==> src/rtl/pic_pkg.sv <==
package pic_pkg;
  parameter int unsigned NLINE = 8;
  parameter int unsigned DW    = 8;
  localparam int unsigned LW   = $clog2(NLINE);
  localparam int unsigned BW   = DW - LW;

  typedef enum logic [1:0] {SEQ_IDLE, SEQ_W2, SEQ_W3, SEQ_W4} seq_e;

  typedef struct packed {
    logic          found;
    logic [LW-1:0] lvl;
  } pick_t;

  // Most urgent set bit, scanning from the line just above 'low' round the ring.
  function automatic pick_t pick_top(input logic [NLINE-1:0] v, input logic [LW-1:0] low);
    pick_t r;
    logic [LW-1:0] idx;
    r = '0;
    for (int i = NLINE; i >= 1; i--) begin
      idx = low + LW'(i);
      if (v[idx]) begin
        r.found = 1'b1;
        r.lvl   = idx;
      end
    end
    return r;
  endfunction

  // Rank 0 is the most urgent line.
  function automatic logic [LW-1:0] rank_of(input logic [LW-1:0] lvl, input logic [LW-1:0] low);
    return lvl - low - LW'(1);
  endfunction
endpackage

==> src/rtl/pic_ctl.sv <==
module pic_ctl import pic_pkg::*; (
  input  logic             clk,
  input  logic             rst_n,
  input  logic             addr,
  input  logic             wr,
  input  logic             rd,
  input  logic [DW-1:0]    din,
  output logic             init_go,
  output logic             ocw2_go,
  output logic             level_mode,
  output logic             aeoi,
  output logic [BW-1:0]    base,
  output logic [NLINE-1:0] imr,
  output logic             smm,
  output logic             rd_isr,
  output logic             poll,
  output logic             poll_read
);
  seq_e seq;
  logic chain, want_w4;
  logic w0, w1, ocw3_go;

  assign w0        = wr & ~addr;
  assign w1        = wr & addr;
  assign init_go   = w0 & din[4];
  assign ocw2_go   = w0 & (din[4:3] == 2'b00);
  assign ocw3_go   = w0 & (din[4:3] == 2'b01);
  assign poll_read = rd & ~addr & poll;

  always_ff @(posedge clk or negedge rst_n) begin
    if (!rst_n) begin
      seq        <= SEQ_IDLE;
      chain      <= 1'b0;
      want_w4    <= 1'b0;
      level_mode <= 1'b0;
      aeoi       <= 1'b0;
      base       <= '0;
      imr        <= '0;
      smm        <= 1'b0;
      rd_isr     <= 1'b0;
      poll       <= 1'b0;
    end else if (init_go) begin
      seq        <= SEQ_W2;
      level_mode <= din[3];
      chain      <= ~din[1];
      want_w4    <= din[0];
      aeoi       <= 1'b0;
      imr        <= '0;
      smm        <= 1'b0;
      rd_isr     <= 1'b0;
      poll       <= 1'b0;
    end else begin
      if (w1) begin
        unique case (seq)
          SEQ_W2: begin
            base <= din[DW-1:LW];
            seq  <= chain ? SEQ_W3 : (want_w4 ? SEQ_W4 : SEQ_IDLE);
          end
          SEQ_W3: seq <= want_w4 ? SEQ_W4 : SEQ_IDLE;
          SEQ_W4: begin
            aeoi <= din[1];
            seq  <= SEQ_IDLE;
          end
          default: imr <= din[NLINE-1:0];
        endcase
      end
      if (ocw3_go) begin
        if (din[1]) rd_isr <= din[0];
        if (din[6]) smm <= din[5];
        poll <= din[2];
      end else if (rd & ~addr) begin
        poll <= 1'b0;
      end
    end
  end
endmodule

==> src/rtl/pic_prio.sv <==
module pic_prio import pic_pkg::*; (
  input  logic [NLINE-1:0] irr,
  input  logic [NLINE-1:0] isr,
  input  logic [NLINE-1:0] imr,
  input  logic [LW-1:0]    low,
  input  logic             smm,
  output pick_t            win,
  output pick_t            isr_top,
  output logic             go
);
  logic [NLINE-1:0] cand;

  always_comb begin
    cand    = irr & ~imr & (smm ? ~isr : {NLINE{1'b1}});
    win     = pick_top(cand, low);
    isr_top = pick_top(isr, low);
    go      = win.found &
              (smm | ~isr_top.found | (rank_of(win.lvl, low) < rank_of(isr_top.lvl, low)));
  end
endmodule

==> src/rtl/pic_state.sv <==
module pic_state import pic_pkg::*; (
  input  logic             clk,
  input  logic             rst_n,
  input  logic [NLINE-1:0] irq_in,
  input  logic             init_go,
  input  logic             level_mode,
  input  logic             aeoi,
  input  logic             take,
  input  logic [LW-1:0]    take_lvl,
  input  logic             ocw2_go,
  input  logic [DW-1:0]    din,
  input  pick_t            isr_top,
  output logic [NLINE-1:0] irr,
  output logic [NLINE-1:0] isr,
  output logic [LW-1:0]    low,
  output logic [NLINE-1:0] eoi_clr
);
  logic [NLINE-1:0] prev, rise, take_mask;
  logic [LW-1:0]    clr_lvl;
  logic             clr_ok, set_pri;

  always_comb begin
    rise      = irq_in & ~prev;
    take_mask = take ? (NLINE'(1) << take_lvl) : '0;
    clr_lvl   = din[6] ? din[LW-1:0] : isr_top.lvl;
    clr_ok    = ocw2_go & din[5] & (din[6] | isr_top.found);
    eoi_clr   = clr_ok ? (NLINE'(1) << clr_lvl) : '0;
    set_pri   = ocw2_go & ~din[5] & din[7] & din[6];
  end

  always_ff @(posedge clk or negedge rst_n) begin
    if (!rst_n) begin
      prev <= '0;
      irr  <= '0;
      isr  <= '0;
      low  <= LW'(NLINE - 1);
    end else begin
      prev <= irq_in;
      if (init_go) begin
        irr <= '0;
        isr <= '0;
        low <= LW'(NLINE - 1);
      end else begin
        irr <= level_mode ? irq_in : ((irr & ~take_mask) | rise);
        isr <= (isr & ~eoi_clr) | (aeoi ? '0 : take_mask);
        if (clr_ok & din[7]) low <= clr_lvl;
        else if (set_pri)    low <= din[LW-1:0];
      end
    end
  end
endmodule

==> src/rtl/irq_ctrl8.sv <==
module irq_ctrl8 import pic_pkg::*; (
  input  logic             clk,
  input  logic             rst_n,
  input  logic             bus_addr,
  input  logic             bus_wr,
  input  logic             bus_rd,
  input  logic [DW-1:0]    bus_din,
  output logic [DW-1:0]    bus_dout,
  input  logic [NLINE-1:0] irq_in,
  input  logic             ack_in,
  output logic             int_out,
  output logic [DW-1:0]    vec_out
);
  logic             init_go, ocw2_go, level_mode, aeoi, smm, rd_isr, poll, poll_read;
  logic [BW-1:0]    base;
  logic [NLINE-1:0] imr, irr, isr, eoi_clr;
  logic [LW-1:0]    low, win_lvl;
  pick_t            win, isr_top;
  logic             go, take;
  logic [DW-1:0]    poll_byte;

  pic_ctl u_ctl (
    .clk(clk), .rst_n(rst_n), .addr(bus_addr), .wr(bus_wr), .rd(bus_rd), .din(bus_din),
    .init_go(init_go), .ocw2_go(ocw2_go), .level_mode(level_mode), .aeoi(aeoi),
    .base(base), .imr(imr), .smm(smm), .rd_isr(rd_isr), .poll(poll), .poll_read(poll_read)
  );

  pic_prio u_prio (
    .irr(irr), .isr(isr), .imr(imr), .low(low), .smm(smm),
    .win(win), .isr_top(isr_top), .go(go)
  );

  assign win_lvl = win.lvl;
  assign take    = (ack_in | poll_read) & go;

  pic_state u_state (
    .clk(clk), .rst_n(rst_n), .irq_in(irq_in), .init_go(init_go),
    .level_mode(level_mode), .aeoi(aeoi), .take(take), .take_lvl(win_lvl),
    .ocw2_go(ocw2_go), .din(bus_din), .isr_top(isr_top),
    .irr(irr), .isr(isr), .low(low), .eoi_clr(eoi_clr)
  );

  always_comb begin
    int_out   = go;
    vec_out   = ack_in ? {base, (go ? win_lvl : LW'(NLINE - 1))} : '0;
    poll_byte = {go, {(DW-LW-1){1'b0}}, (go ? win_lvl : LW'(0))};
    if (bus_addr)    bus_dout = imr;
    else if (poll)   bus_dout = poll_byte;
    else if (rd_isr) bus_dout = isr;
    else             bus_dout = irr;
  end
endmodule

==> config.mk <==
export PLATFORM = sky130hd
export DESIGN_NAME = irq_ctrl8
export DESIGN_NICKNAME = d
export VERILOG_FILES = /design/src/rtl/pic_pkg.sv /design/src/rtl/pic_ctl.sv /design/src/rtl/pic_prio.sv /design/src/rtl/pic_state.sv /design/src/rtl/irq_ctrl8.sv
export SDC_FILE = /design/constraint.sdc
export NUM_CORES = 1
export LEC_CHECK = 0
export BUFFER_PORTS_ARGS = -buffer_cell sky130_fd_sc_hd__buf_2
export CAP_MARGIN = 5
export CORE_ASPECT_RATIO = 0.9
export CORE_MARGIN = 2
export CORE_UTILIZATION = 45
export CTS_CLUSTER_SIZE = 28
export DETAILED_ROUTE_END_ITERATION = 10
export HOLD_SLACK_MARGIN = 0.15
export SLEW_MARGIN = 30
export SYNTH_ARGS = -nofsm -noshare
export SYNTH_HDL_FRONTEND = slang
export SYNTH_SLANG_ARGS = --single-unit
export TNS_END_PERCENT = 30
==> constraint.sdc <==
create_clock -name clk -period 8.07 [get_ports clk]
set_clock_uncertainty 0.05 [all_clocks]
set_input_delay 1.614 -clock clk [delete_from_list [all_inputs] [get_ports clk]]
set_output_delay 1.614 -clock clk [all_outputs]
set_load 0.02 [all_outputs]
==> summary.md <==
| Metric | Value |
|---|---|
| Leakage | `0.00218 uW` |
| Synth Register Bits | `49` |
| Most frequent cell after synthesis | `nand2_1` |
| Total track usage | `25.2%` |
| Root buf cell | `clkbuf_16` |
| Syn Area/Cell | `a little over 9 sq um` |
| Die width | `111 um` |
| Die area | `0.0111 sq mm` |
| Num CTS Buffers | `5` |
| Reg-to-Reg Start | `u_state.low[0]` |
| Vias post-DR | `approximately 4200` |
| Iteration-0 DRC Markers | `433` |
| Fmax achieved | `0.134 GHz` |
| Final Cycle Share | `approximately 93%` |
| GP Congestion | `0.953` |
| Top Ports | `39` |
| Slew margin rel. | `54.8%` |
| Synth top cells by count | `nand2_1 (63), dfrtp_1 (46), o21ai_0 (39)` |
| RSZ-0062 raised after global routing | `false` |
| Port bufs | `38` |
| Largest net degree at the start of global routing | `50` |
| Clk_lat worst skew | `0.30 ns` |
| Initial antenna violation count | `0` |
| Setup tns final | `0 ns` |
| Clk buf depth | `2` |
| Largest area contributor in the synthesized netlist | `dfrtp_1` |
| Hold path start | `u_ctl.base[3]` |
| DR top layer | `met4` |
| Residual DRC | `0` |
| GR Overflow Total | `0` |
| Sequential share of the synthesized area | `26.6%` |
| Top cells by area, synth | `dfrtp_1 (25%), mux4_2 (6.8%), nand2_1 (5.1%)` |
| Wire length on met2 | `6240 um` |
| Minimum clock period | `~7.5 ns` |
| Kind of critical path | `register to primary output` |
| DIE HEIGHT | `100 um` |
| Worst path required time | `6.41 ns` |
| Met3 routed WL | `877 um` |
| DP Worst Slack | `slightly below 1 ns` |
| Yosys cell types | `81` |
| Max Slew Vio Count | `0` |
| First-pass DRT Iterations | `5` |
| Crit-path max FO | `10` |
| Worst EP arrival | `5.82 ns` |
| Post-Syn Instances | `around 500` |
| PD cells | `450 mW/mm^2` |
| Final Hold Fails | `0` |
| Routed len/inst | `21.0 um` |
| Starting density of the core | `45.6%` |
| Detailed Place HPWL | `10400 um` |
| Nets@finish | `around 560` |
| Synth top area share | `24.9%` |
| Clock sink count | `49` |
| Area of the mapped netlist | `0.00462 sq mm` |
| Syn-to-layout area delta | `7.21%` |
| Global-route wire length before repair | `21900 um` |
| Final setup fails | `0` |
| Post-synth EDFFs | `0` |
| CP startpoint kind | `register` |
| Row count | `35` |
| Maxcap violations | `0` |
| Outcome | `finished, final reports clean` |
| Final worst-path setup slack | `0.583 ns` |
| Peak VDD IR | `0.234 mV` |
| Yosys warnings | `0` |
| Worst Max-Slew Pin Slew | `0.676 ns` |
| Core region area | `roughly 0.01 sq mm` |
| Via-per-instance ratio | `6.42` |
| CP endpoint kind | `primary output` |
| Post-synth ARST share | `100%` |
| Setup bufs post-CTS | `0` |
| Clock tree from TritonCTS | `done` |
| CP Launch Point | `u_state.low[0]` |
| Share of cells above drive strength 1 | `20.5%` |
| Hold crit path type | `register to register` |
| # hold bufs at CTS | `0` |
| Vias in the first global route | `3941` |
| H-tree level count | `2` |
| Antenna-violating nets left | `0` |
| Post-cts resize count | `0` |
| Final wirelength | `13900 um` |
| ANT cells | `0` |
| Clock transition at the registers of the reported paths | `0.08 ns` |
| WL met1 | `slightly above 6000 um` |
| Primary FF master, synth | `dfrtp_1` |
| Mapped Nets | `542` |
critical path: stages, from the launching register on:
cell and delay [ns]:
dfstp_2 0.54, inv_1 0.15, ha_1 0.56, clkinv_1 0.38
nand2_1 0.22, o22ai_1 0.11, o21ai_0 0.44, o211ai_1 0.18
a2bb2oi_1 0.17, o31ai_2 0.53, inv_1 0.13, fa_1 0.43
xnor2_1 0.15, xnor2_1 0.13, ha_1 0.29, a21oi_1 0.06
o32a_2 0.41, nor2b_1 0.16, a211oi_1 0.25, a21oi_1 0.06
buf_2 0.16
final timing paths:
kind | end | slack [ns] | depth (start not counted)
worst max-delay path | bus_dout[2] | 0.58 | 20
worst min-delay path | u_ctl.base[3] | 0.43 | 2
worst max register to register | u_state.irr[6] | 2.12 | 20
worst min register to register | u_ctl.base[3] | 0.43 | 2
max in group asynchronous | u_state.isr[0] | 6.17 | 2
min in group asynchronous | u_ctl.seq[0] | 1.37 | 2
where the power goes:
group | leakage [uW] | total, uW | switching (uW) | internal [uW]
logic | 0.00149 | 1530 | 896 | 632
registers | 0.000601 | 440 | 115 | 324
clock network | 0.0000890 | 261 | 104 | 157
cell families after synthesis:
family	share of synthesized area, %
compound gates	23.5
xor+xnor	1.87
fa+ha+maj	3.58
buf+inv	8.13
flops	26.6
mux	17.6
simple gates	18.7
registers in the layout, summed over array words and instances, names as in the netlist:
name              cells
u_ctl.rd_isr          1
u_ctl.poll            1
u_ctl.chain           1
u_ctl.aeoi            1
u_ctl.want_w4         1
u_state.low           3
u_state.irr           8
u_ctl.imr             8
u_state.prev          8
u_ctl.seq             2
u_ctl.level_mode      1
u_state.isr           8
u_ctl.base            5
u_ctl.smm             1
cell type report:
type	count	area [sq um]
Fill cell	975	5170
Multi-Input combinational cell	398	3010
Sequential cell	49	1230
Timing Repair Buffer	47	258
Tap cell	129	161
Clock buffer	6	139
Inverter	29	109
Clock inverter	2	41.3
stage by stage:
stage / utilization (%) / hold WS, ns / total power [uW] / cells / instance area (sq um)
after detailed placement: 47.1 / 0.413 / 1940 / 652 / 4770
final: 48.9 / 0.425 / 2230 / 660 / 4950
after floorplan: - / 0.392 / 1530 / 508 / 4620
after global placement: 47.1 / 0.422 / 1930 / 652 / 4770
after global routing: 48.9 / 0.458 / 2380 / 660 / 4950
after CTS: 48.9 / 0.429 / 2210 / 660 / 4950
placed cells by master (no fill, tap or decap), types with 3 or more instances in the layout:
cell / Yosys / layout
mux2_2: 12 / 12
nand2_1: 63 / 63
o21ai_0: 39 / 39
nand2b_1: 7 / 7
and3_1: 3 / 3
a22oi_1: 4 / 4
o22ai_1: 11 / 11
o21bai_1: 3 / 3
a21boi_0: 3 / 3
nand3b_1: 9 / 9
nor3_1: 3 / 3
o211ai_1: 13 / 13
and2_1: 6 / 6
mux4_1: 6 / 6
mux2i_1: 19 / 19
dfrtp_1: 46 / 46
clkbuf_16: 0 / 5
buf_4: 0 / 9
a31oi_1: 5 / 5
nor2_1: 23 / 23
clkinv_1: 3 / 3
dfstp_2: 3 / 3
a211oi_1: 6 / 6
a211o_1: 3 / 3
xnor2_1: 6 / 6
nor2b_1: 8 / 8
o21ai_1: 13 / 13
a22o_1: 10 / 10
inv_1: 26 / 26
nand3_1: 12 / 12
buf_2: 8 / 38
and2_2: 3 / 3
ha_1: 10 / 10
nand4_1: 8 / 8
mux4_2: 14 / 14
a21oi_1: 20 / 20
per-layer routing:
layer  track usage (%)  up-vias
li1                  -     1944
met1              36.0     2090
met2              39.3      168
met3              3.14       33
met4              10.3        0
met5                 0        -
No activity file was read; power rests on OpenSTA's default activity.
